$ cat config.mk
export PLATFORM = sky130hd
export DESIGN_NAME = ebb_ctrl_unit
export DESIGN_NICKNAME = d
export VERILOG_FILES = /design/src/rtl/ebb_pkg.sv /design/src/rtl/ebb_event_gate.sv /design/src/rtl/ebb_return_unit.sv /design/src/rtl/ebb_ctrl_unit.sv
export SDC_FILE = /design/constraint.sdc
export NUM_CORES = 1
export LEC_CHECK = 0
export ABC_CLOCK_PERIOD_IN_PS = 5800
export CAP_MARGIN = 30
export CORE_UTILIZATION = 45
export DETAILED_ROUTE_END_ITERATION = 12
export HOLD_SLACK_MARGIN = 0.05
export PLACE_DENSITY = 0.79
export SYNTH_ARGS = -nofsm -noshare
export SYNTH_HDL_FRONTEND = slang
export SYNTH_HIERARCHICAL = 1
export SYNTH_SLANG_ARGS = --single-unit
$ cat constraint.sdc
create_clock -name clk -period 5.8 [get_ports clk]
set_clock_uncertainty 0.2 [all_clocks]
set_input_delay 0.58 -clock clk [delete_from_list [all_inputs] [get_ports clk]]
set_output_delay 0.58 -clock clk [all_outputs]
set_load 0.02 [all_outputs]
$ cat src/rtl/ebb_pkg.sv
package ebb_pkg;

    localparam int XLEN   = 64;
    localparam int INSN_W = 32;
    localparam int SEL_W  = 2;

    // status field positions, big-endian numbering (0 = MSB)
    localparam int BE_GE      = 0;
    localparam int BE_EXT_EN  = 30;
    localparam int BE_PM_EN   = 31;
    localparam int BE_RSV_LO  = 32;
    localparam int BE_RSV_HI  = 33;
    localparam int BE_EXT_OCC = 62;
    localparam int BE_PM_OCC  = 63;

    // instruction fields, big-endian numbering within the word
    localparam int BE_PO_LO = 0;
    localparam int BE_PO_HI = 5;
    localparam int BE_S     = 20;
    localparam int BE_XO_LO = 21;
    localparam int BE_XO_HI = 30;

    localparam logic [5:0] RET_PO = 6'b010011;
    localparam logic [9:0] RET_XO = 10'b0010010010;

    // number of low address bits that are always zero
    localparam int ALIGN_BITS = 2;

    function automatic int le64(input int be);
        return XLEN - 1 - be;
    endfunction

    function automatic int le32(input int be);
        return INSN_W - 1 - be;
    endfunction

    typedef enum logic [SEL_W-1:0] {
        SEL_STATUS  = 2'd0,
        SEL_RETURN  = 2'd1,
        SEL_HANDLER = 2'd2,
        SEL_NONE    = 2'd3
    } reg_sel_e;

    typedef struct packed {
        logic [XLEN-1:0] status;
        logic [XLEN-1:0] ret_addr;
        logic [XLEN-1:0] hdl_addr;
    } ebb_state_t;

endpackage

$ cat src/rtl/ebb_event_gate.sv
module ebb_event_gate
    import ebb_pkg::*;
(
    input  logic            clk,
    input  logic            rst_n,
    input  logic [XLEN-1:0] status,
    input  logic            ext_evt,
    input  logic            pm_evt,
    output logic            take,
    output logic            occ_ext,
    output logic            occ_pm
);

    localparam int GE_I  = le64(BE_GE);
    localparam int EXT_I = le64(BE_EXT_EN);
    localparam int PM_I  = le64(BE_PM_EN);

    logic ext_hit;
    logic pm_hit;

    always_comb begin
        ext_hit = ext_evt && status[EXT_I];
        pm_hit  = pm_evt && status[PM_I];
        take    = status[GE_I] && (ext_hit || pm_hit);
        occ_ext = take && ext_hit;
        occ_pm  = take && pm_hit;
    end


    gate_needs_ge_chk: assert property (@(posedge clk) disable iff (!rst_n)
        take |-> status[GE_I]);


    gate_needs_event_chk: assert property (@(posedge clk) disable iff (!rst_n)
        take |-> (occ_ext || occ_pm));

endmodule

$ cat src/rtl/ebb_return_unit.sv
module ebb_return_unit
    import ebb_pkg::*;
(
    input  logic              clk,
    input  logic              rst_n,
    input  logic              insn_valid,
    input  logic [INSN_W-1:0] insn,
    input  logic [XLEN-1:0]   status,
    input  logic [XLEN-1:0]   ret_addr,
    input  logic              mode64,
    input  logic              suppress,
    output logic              ret_ok,
    output logic              ret_s,
    output logic              illegal,
    output logic [XLEN-1:0]   target
);

    localparam int PO_HI_I  = le32(BE_PO_LO);
    localparam int PO_LO_I  = le32(BE_PO_HI);
    localparam int XO_HI_I  = le32(BE_XO_LO);
    localparam int XO_LO_I  = le32(BE_XO_HI);
    localparam int S_I      = le32(BE_S);
    localparam int RSV_HI_I = le64(BE_RSV_LO);
    localparam int RSV_LO_I = le64(BE_RSV_HI);
    localparam int HALF     = XLEN / 2;

    logic match;
    logic rsv_bad;
    logic exec;
    logic unused_insn;

    assign unused_insn = ^{insn[S_I+9:S_I+1], insn[0]};

    always_comb begin
        match   = insn_valid
                  && (insn[PO_HI_I:PO_LO_I] == RET_PO)
                  && (insn[XO_HI_I:XO_LO_I] == RET_XO);
        rsv_bad = |status[RSV_HI_I:RSV_LO_I];
        exec    = match && !suppress;
        illegal = exec && rsv_bad;
        ret_ok  = exec && !rsv_bad;
        ret_s   = insn[S_I];
        if (mode64) begin
            target = ret_addr;
        end else begin
            target = {{HALF{1'b0}}, ret_addr[HALF-1:0]};
        end
    end


    illegal_excl_chk: assert property (@(posedge clk) disable iff (!rst_n)
        !(illegal && ret_ok));


    narrow_target_chk: assert property (@(posedge clk) disable iff (!rst_n)
        (ret_ok && !mode64) |-> (target[XLEN-1:HALF] == '0));

endmodule

$ cat src/rtl/ebb_ctrl_unit.sv
module ebb_ctrl_unit
    import ebb_pkg::*;
(
    input  logic              clk,
    input  logic              rst_n,
    input  logic              reg_wr_en,
    input  logic [SEL_W-1:0]  reg_sel,
    input  logic [XLEN-1:0]   reg_wdata,
    output logic [XLEN-1:0]   reg_rdata,
    input  logic              ext_evt,
    input  logic              pm_evt,
    input  logic [XLEN-1:0]   nia,
    input  logic              mode64,
    input  logic              insn_valid,
    input  logic [INSN_W-1:0] insn,
    output logic              redir_valid,
    output logic [XLEN-1:0]   redir_target,
    output logic              illegal_insn
);

    localparam int GE_I      = le64(BE_GE);
    localparam int EXT_OCC_I = le64(BE_EXT_OCC);
    localparam int PM_OCC_I  = le64(BE_PM_OCC);
    localparam logic [XLEN-1:0] ALIGN_MASK = {{(XLEN-ALIGN_BITS){1'b1}}, {ALIGN_BITS{1'b0}}};

    ebb_state_t st_d, st_q;

    logic            take, occ_ext, occ_pm;
    logic            ret_ok, ret_s, ret_illegal;
    logic [XLEN-1:0] ret_target;
    reg_sel_e        sel;

    assign sel = reg_sel_e'(reg_sel);

    ebb_event_gate i_gate (
        .clk     (clk),
        .rst_n   (rst_n),
        .status  (st_q.status),
        .ext_evt (ext_evt),
        .pm_evt  (pm_evt),
        .take    (take),
        .occ_ext (occ_ext),
        .occ_pm  (occ_pm)
    );

    ebb_return_unit i_ret (
        .clk        (clk),
        .rst_n      (rst_n),
        .insn_valid (insn_valid),
        .insn       (insn),
        .status     (st_q.status),
        .ret_addr   (st_q.ret_addr),
        .mode64     (mode64),
        .suppress   (take),
        .ret_ok     (ret_ok),
        .ret_s      (ret_s),
        .illegal    (ret_illegal),
        .target     (ret_target)
    );

    always_comb begin
        st_d = st_q;
        if (reg_wr_en) begin
            case (sel)
                SEL_STATUS:  st_d.status   = reg_wdata;
                SEL_RETURN:  st_d.ret_addr = reg_wdata & ALIGN_MASK;
                SEL_HANDLER: st_d.hdl_addr = reg_wdata & ALIGN_MASK;
                default:     ;
            endcase
        end
        if (take) begin
            st_d.status[GE_I] = 1'b0;
            if (occ_ext) st_d.status[EXT_OCC_I] = 1'b1;
            if (occ_pm)  st_d.status[PM_OCC_I]  = 1'b1;
            st_d.ret_addr = nia & ALIGN_MASK;
        end else if (ret_ok) begin
            st_d.status[GE_I] = ret_s;
        end
    end

    always_ff @(posedge clk or negedge rst_n) begin
        if (!rst_n) begin
            st_q <= '0;
        end else begin
            st_q <= st_d;
        end
    end

    always_comb begin
        case (sel)
            SEL_STATUS:  reg_rdata = st_q.status;
            SEL_RETURN:  reg_rdata = st_q.ret_addr;
            SEL_HANDLER: reg_rdata = st_q.hdl_addr;
            default:     reg_rdata = '0;
        endcase
        redir_valid  = take || ret_ok;
        if (take) begin
            redir_target = st_q.hdl_addr;
        end else if (ret_ok) begin
            redir_target = ret_target;
        end else begin
            redir_target = '0;
        end
        illegal_insn = ret_illegal;
    end


    ge_clear_on_take_chk: assert property (@(posedge clk) disable iff (!rst_n)
        take |=> !st_q.status[GE_I]);


    ret_capture_chk: assert property (@(posedge clk) disable iff (!rst_n)
        take |=> (st_q.ret_addr == {$past(nia[XLEN-1:ALIGN_BITS]), {ALIGN_BITS{1'b0}}}));


    both_occ_chk: assert property (@(posedge clk) disable iff (!rst_n)
        (take && occ_ext && occ_pm) |=> (st_q.status[EXT_OCC_I] && st_q.status[PM_OCC_I]));


    ret_sets_ge_chk: assert property (@(posedge clk) disable iff (!rst_n)
        ret_ok |=> (st_q.status[GE_I] == $past(ret_s)));


    illegal_keeps_ge_chk: assert property (@(posedge clk) disable iff (!rst_n)
        (illegal_insn && !reg_wr_en) |=> $stable(st_q.status[GE_I]));


    event_wins_chk: assert property (@(posedge clk) disable iff (!rst_n)
        take |-> (!illegal_insn && redir_valid && redir_target == st_q.hdl_addr));


    aligned_regs_chk: assert property (@(posedge clk) disable iff (!rst_n)
        (st_q.ret_addr[ALIGN_BITS-1:0] == '0) && (st_q.hdl_addr[ALIGN_BITS-1:0] == '0));

endmodule

==> flow_summary.ini <==
[outcome]
status = complete, no violations

[finish]
final_layout_size_suffix_gt1_share_pct = 12.5
top_register = st_q
fillerInstances = 1836
nets = 1355
top_regs = st_q (188)
final_area_sq_mm = 0.0134
syn2layout_area_growth_pct = 32.9
largest_register_ffs = 188
final_cells = 1480

[worst_hold_path]
worst_hold_path_type = flip-flop to flip-flop
holdCritStartpoint = st_q[142]
min_to = st_q[142]
hold_depth = 1

[placed_design]
gp_congestion = 0.780
numPortBuffers = 279
hpwl_um = 17900
placed_cell_area_sq_mm = 0.0128
placed_cells_incl_taps = 1446

[setup_path]
critical_path_class = input port to output pin
worstSetupEndpointType = output pin
rr_startpoint = st_q[161]
crit_required_ns = 5.02
crit_cells = 10
crit_buf_inv = 3
cp-startpoint = ext_evt
path_max_fanout = 64
ff2ff_path_depth = 7
r2r-end = st_q[191]
cpMaxStageDelayCell = clkdlybuf4s50_1
cp-start-kind = input port
crit_path_cell_trace = clkdlybuf4s50_1 > a22oi_1 > nor2b_4 > nor4b_1 > nand4_1 > nor4_2 > nor2b_4 > buf_12 > a22o_1 > clkdlybuf4s50_1
cpLargestDelayFamily = buffers and inverters
arrival_ns = 4.00
cpPeakStageDelay_ns = 0.66
reg2reg_slack_ns = 3.27

[run]
maxCapViolCount = 0

[cts]
clockBufferDepth = 2
cts_buffers = 17
clk_latency_ns = 0.42
cts_root_buf = clkbuf_16
cts_tree = built
clk_pin_slew_ns = 0.07
h-tree-depth = 4
postCtsSetupBuffers = 0
clock-sinks = 188

[die]
dieArea_sq_mm = 0.0230
initial_core_util_pct = 46.0
ios = 299
die_height_um = 152
die_w_um = 152
core_region_area_sq_mm = 0.0219
row_count = 54

[power]
seq_power_share_pct = 43.5
power.internal_mw = 2.94
p_comb_share_pct = 30.8
p_leak_nw = 5.56
power_mw = 4.41
ir_drop_mv = 0.184
clkPwrFrac_pct = 25.7
switching_power_mw = 1.47
swShare_pct = 33.3
p_per_area_mw_per_mm2 = 329

[timing]
period_needed_ns = 4.78
whs_ns = 0.286
fmax_ghz = 0.209
min_period_over_period_pct = 82.4
finalHoldViolCount = 0
tightest_slew_ns = 1.02
final_max_slew_viol_count = 0
rsz0062_at_grt = no
max_slew_margin_pct = 32.3
setup_violations = 0
fin_setup_tns_ns = 0

[synth]
synthArstFlopShare_pct = 100
yosysWarnings = 6
synth_most_common_cell = dfrtp_1
syn_area_sq_mm = 0.0101
netlist_top_cells_area = dfrtp_1, mux2_2, a21oi_1
synth_edf_count = 0
syn_avg_cell_area_sq_um = 10.2
synth.top_cell.area_share_pct = 46.7
syn_inst = 983
ys_top_cells_by_count = dfrtp_1, a21oi_1, nand2_1, mux2_2, nor2b_1
yosysSeqAreaShare_pct = 46.7
ys.flop_type = dfrtp_1
ys_types = 36
yosys.area.top_type = dfrtp_1
synth-seq-cells = 188

[global_route]
overflow = 0
grt.total_usage_pct = 25.9
first_global_vias = 8496
grt_max_degree = 192
antenna_found_initial = 1
grt_pass1_wl_um = 45600

[routing]
drt-total-wl_um = 29500
drc = 0
vias = 8367
drtAntennaViolNets = 0
post_drt_wl_per_cell_um = 19.9
dr.pass1.iters = 5
viasPerCell = 5.65
initialDrtViolationCount = 496
[cell type report]
type | count | area (sq um) | share of cell area [%]
antenna | 1 | 2.50 | 0.0187
tap | 280 | 350 | 2.62
sequential | 188 | 4700 | 35.2
multi-input combinational | 684 | 4810 | 36.0
timing repair buffer | 294 | 2940 | 22.0
clock buffer | 18 | 429 | 3.21
inverter | 1 | 3.75 | 0.0281
clock inverter | 14 | 129 | 0.964
[power by group through the flow]
stage | clock network (mW) | logic [mW] | registers [mW]
CTS | 1.15 | 1.36 | 1.91
finish | 1.13 | 1.36 | 1.92
global placement | 0 | 1.32 | 1.91
detailed placement | 0 | 1.36 | 1.93
floorplan | 0 | 0.943 | 1.86
global route | 1.21 | 1.48 | 1.96
[layer usage]
layer	track usage [%]	routed length (um)	part of all wire [%]	vias to the layer above
li1	-	-	-	3817
met5	0	0	0	-
met2	42.6	14100	48	345
met1	33.3	12300	42	4172
met3	7.51	2640	9.0	33
met4	6.83	400	1.4	0
[logic make-up after synthesis]
logic type	after synthesis	share of synthesized area, %
buffers and inverters	112	5.83
muxes	185	19.9
DFF	188	46.7
other	1	0.0373
and+or+nand+nor	244	12.4
AOI/OAI and AO/OA	253	15.1
[timing repair]
item / 4_1_cts / 5_1_grt
endpoints found under the setup margin: 0 / 0
hold endpoints to repair: 64 / 0
resized for setup: 0 / 0
hold buffers: 1 / 0
[metrics by stage]
stage	util, %	setup slack, ns
floorplan	-	2.60
global placement	58.4	1.08
detailed placement	58.5	1.02
CTS	61.1	0.997
global route	61.1	0.833
finish	61.1	1.02
[layout by cell type, fill, tap and decap left out, types with 3 or more instances in the layout]
master / instances
clkdlybuf4s50_1: 276
dfrtp_1: 188
a21oi_1: 125
nand2_1: 124
mux2_2: 91
nor2b_1: 64
mux2i_1: 62
o21ai_0: 62
a22o_1: 62
and2_1: 34
mux2_1: 32
clkbuf_16: 17
buf_4: 12
inv_6: 5
nor2b_4: 3
inv_8: 3
buf_12: 3
[how the worst max path moves through the flow]
stage	to	slack, ns
final	redir_target[42]	1.02
after global routing	redir_target[42]	0.83
after CTS	redir_target[42]	1.0
after detailed placement	redir_target[63]	1.02
after global placement	redir_target[45]	1.08
after floorplan	redir_target[53]	2.60
No activity file was read; power rests on OpenSTA's default activity.
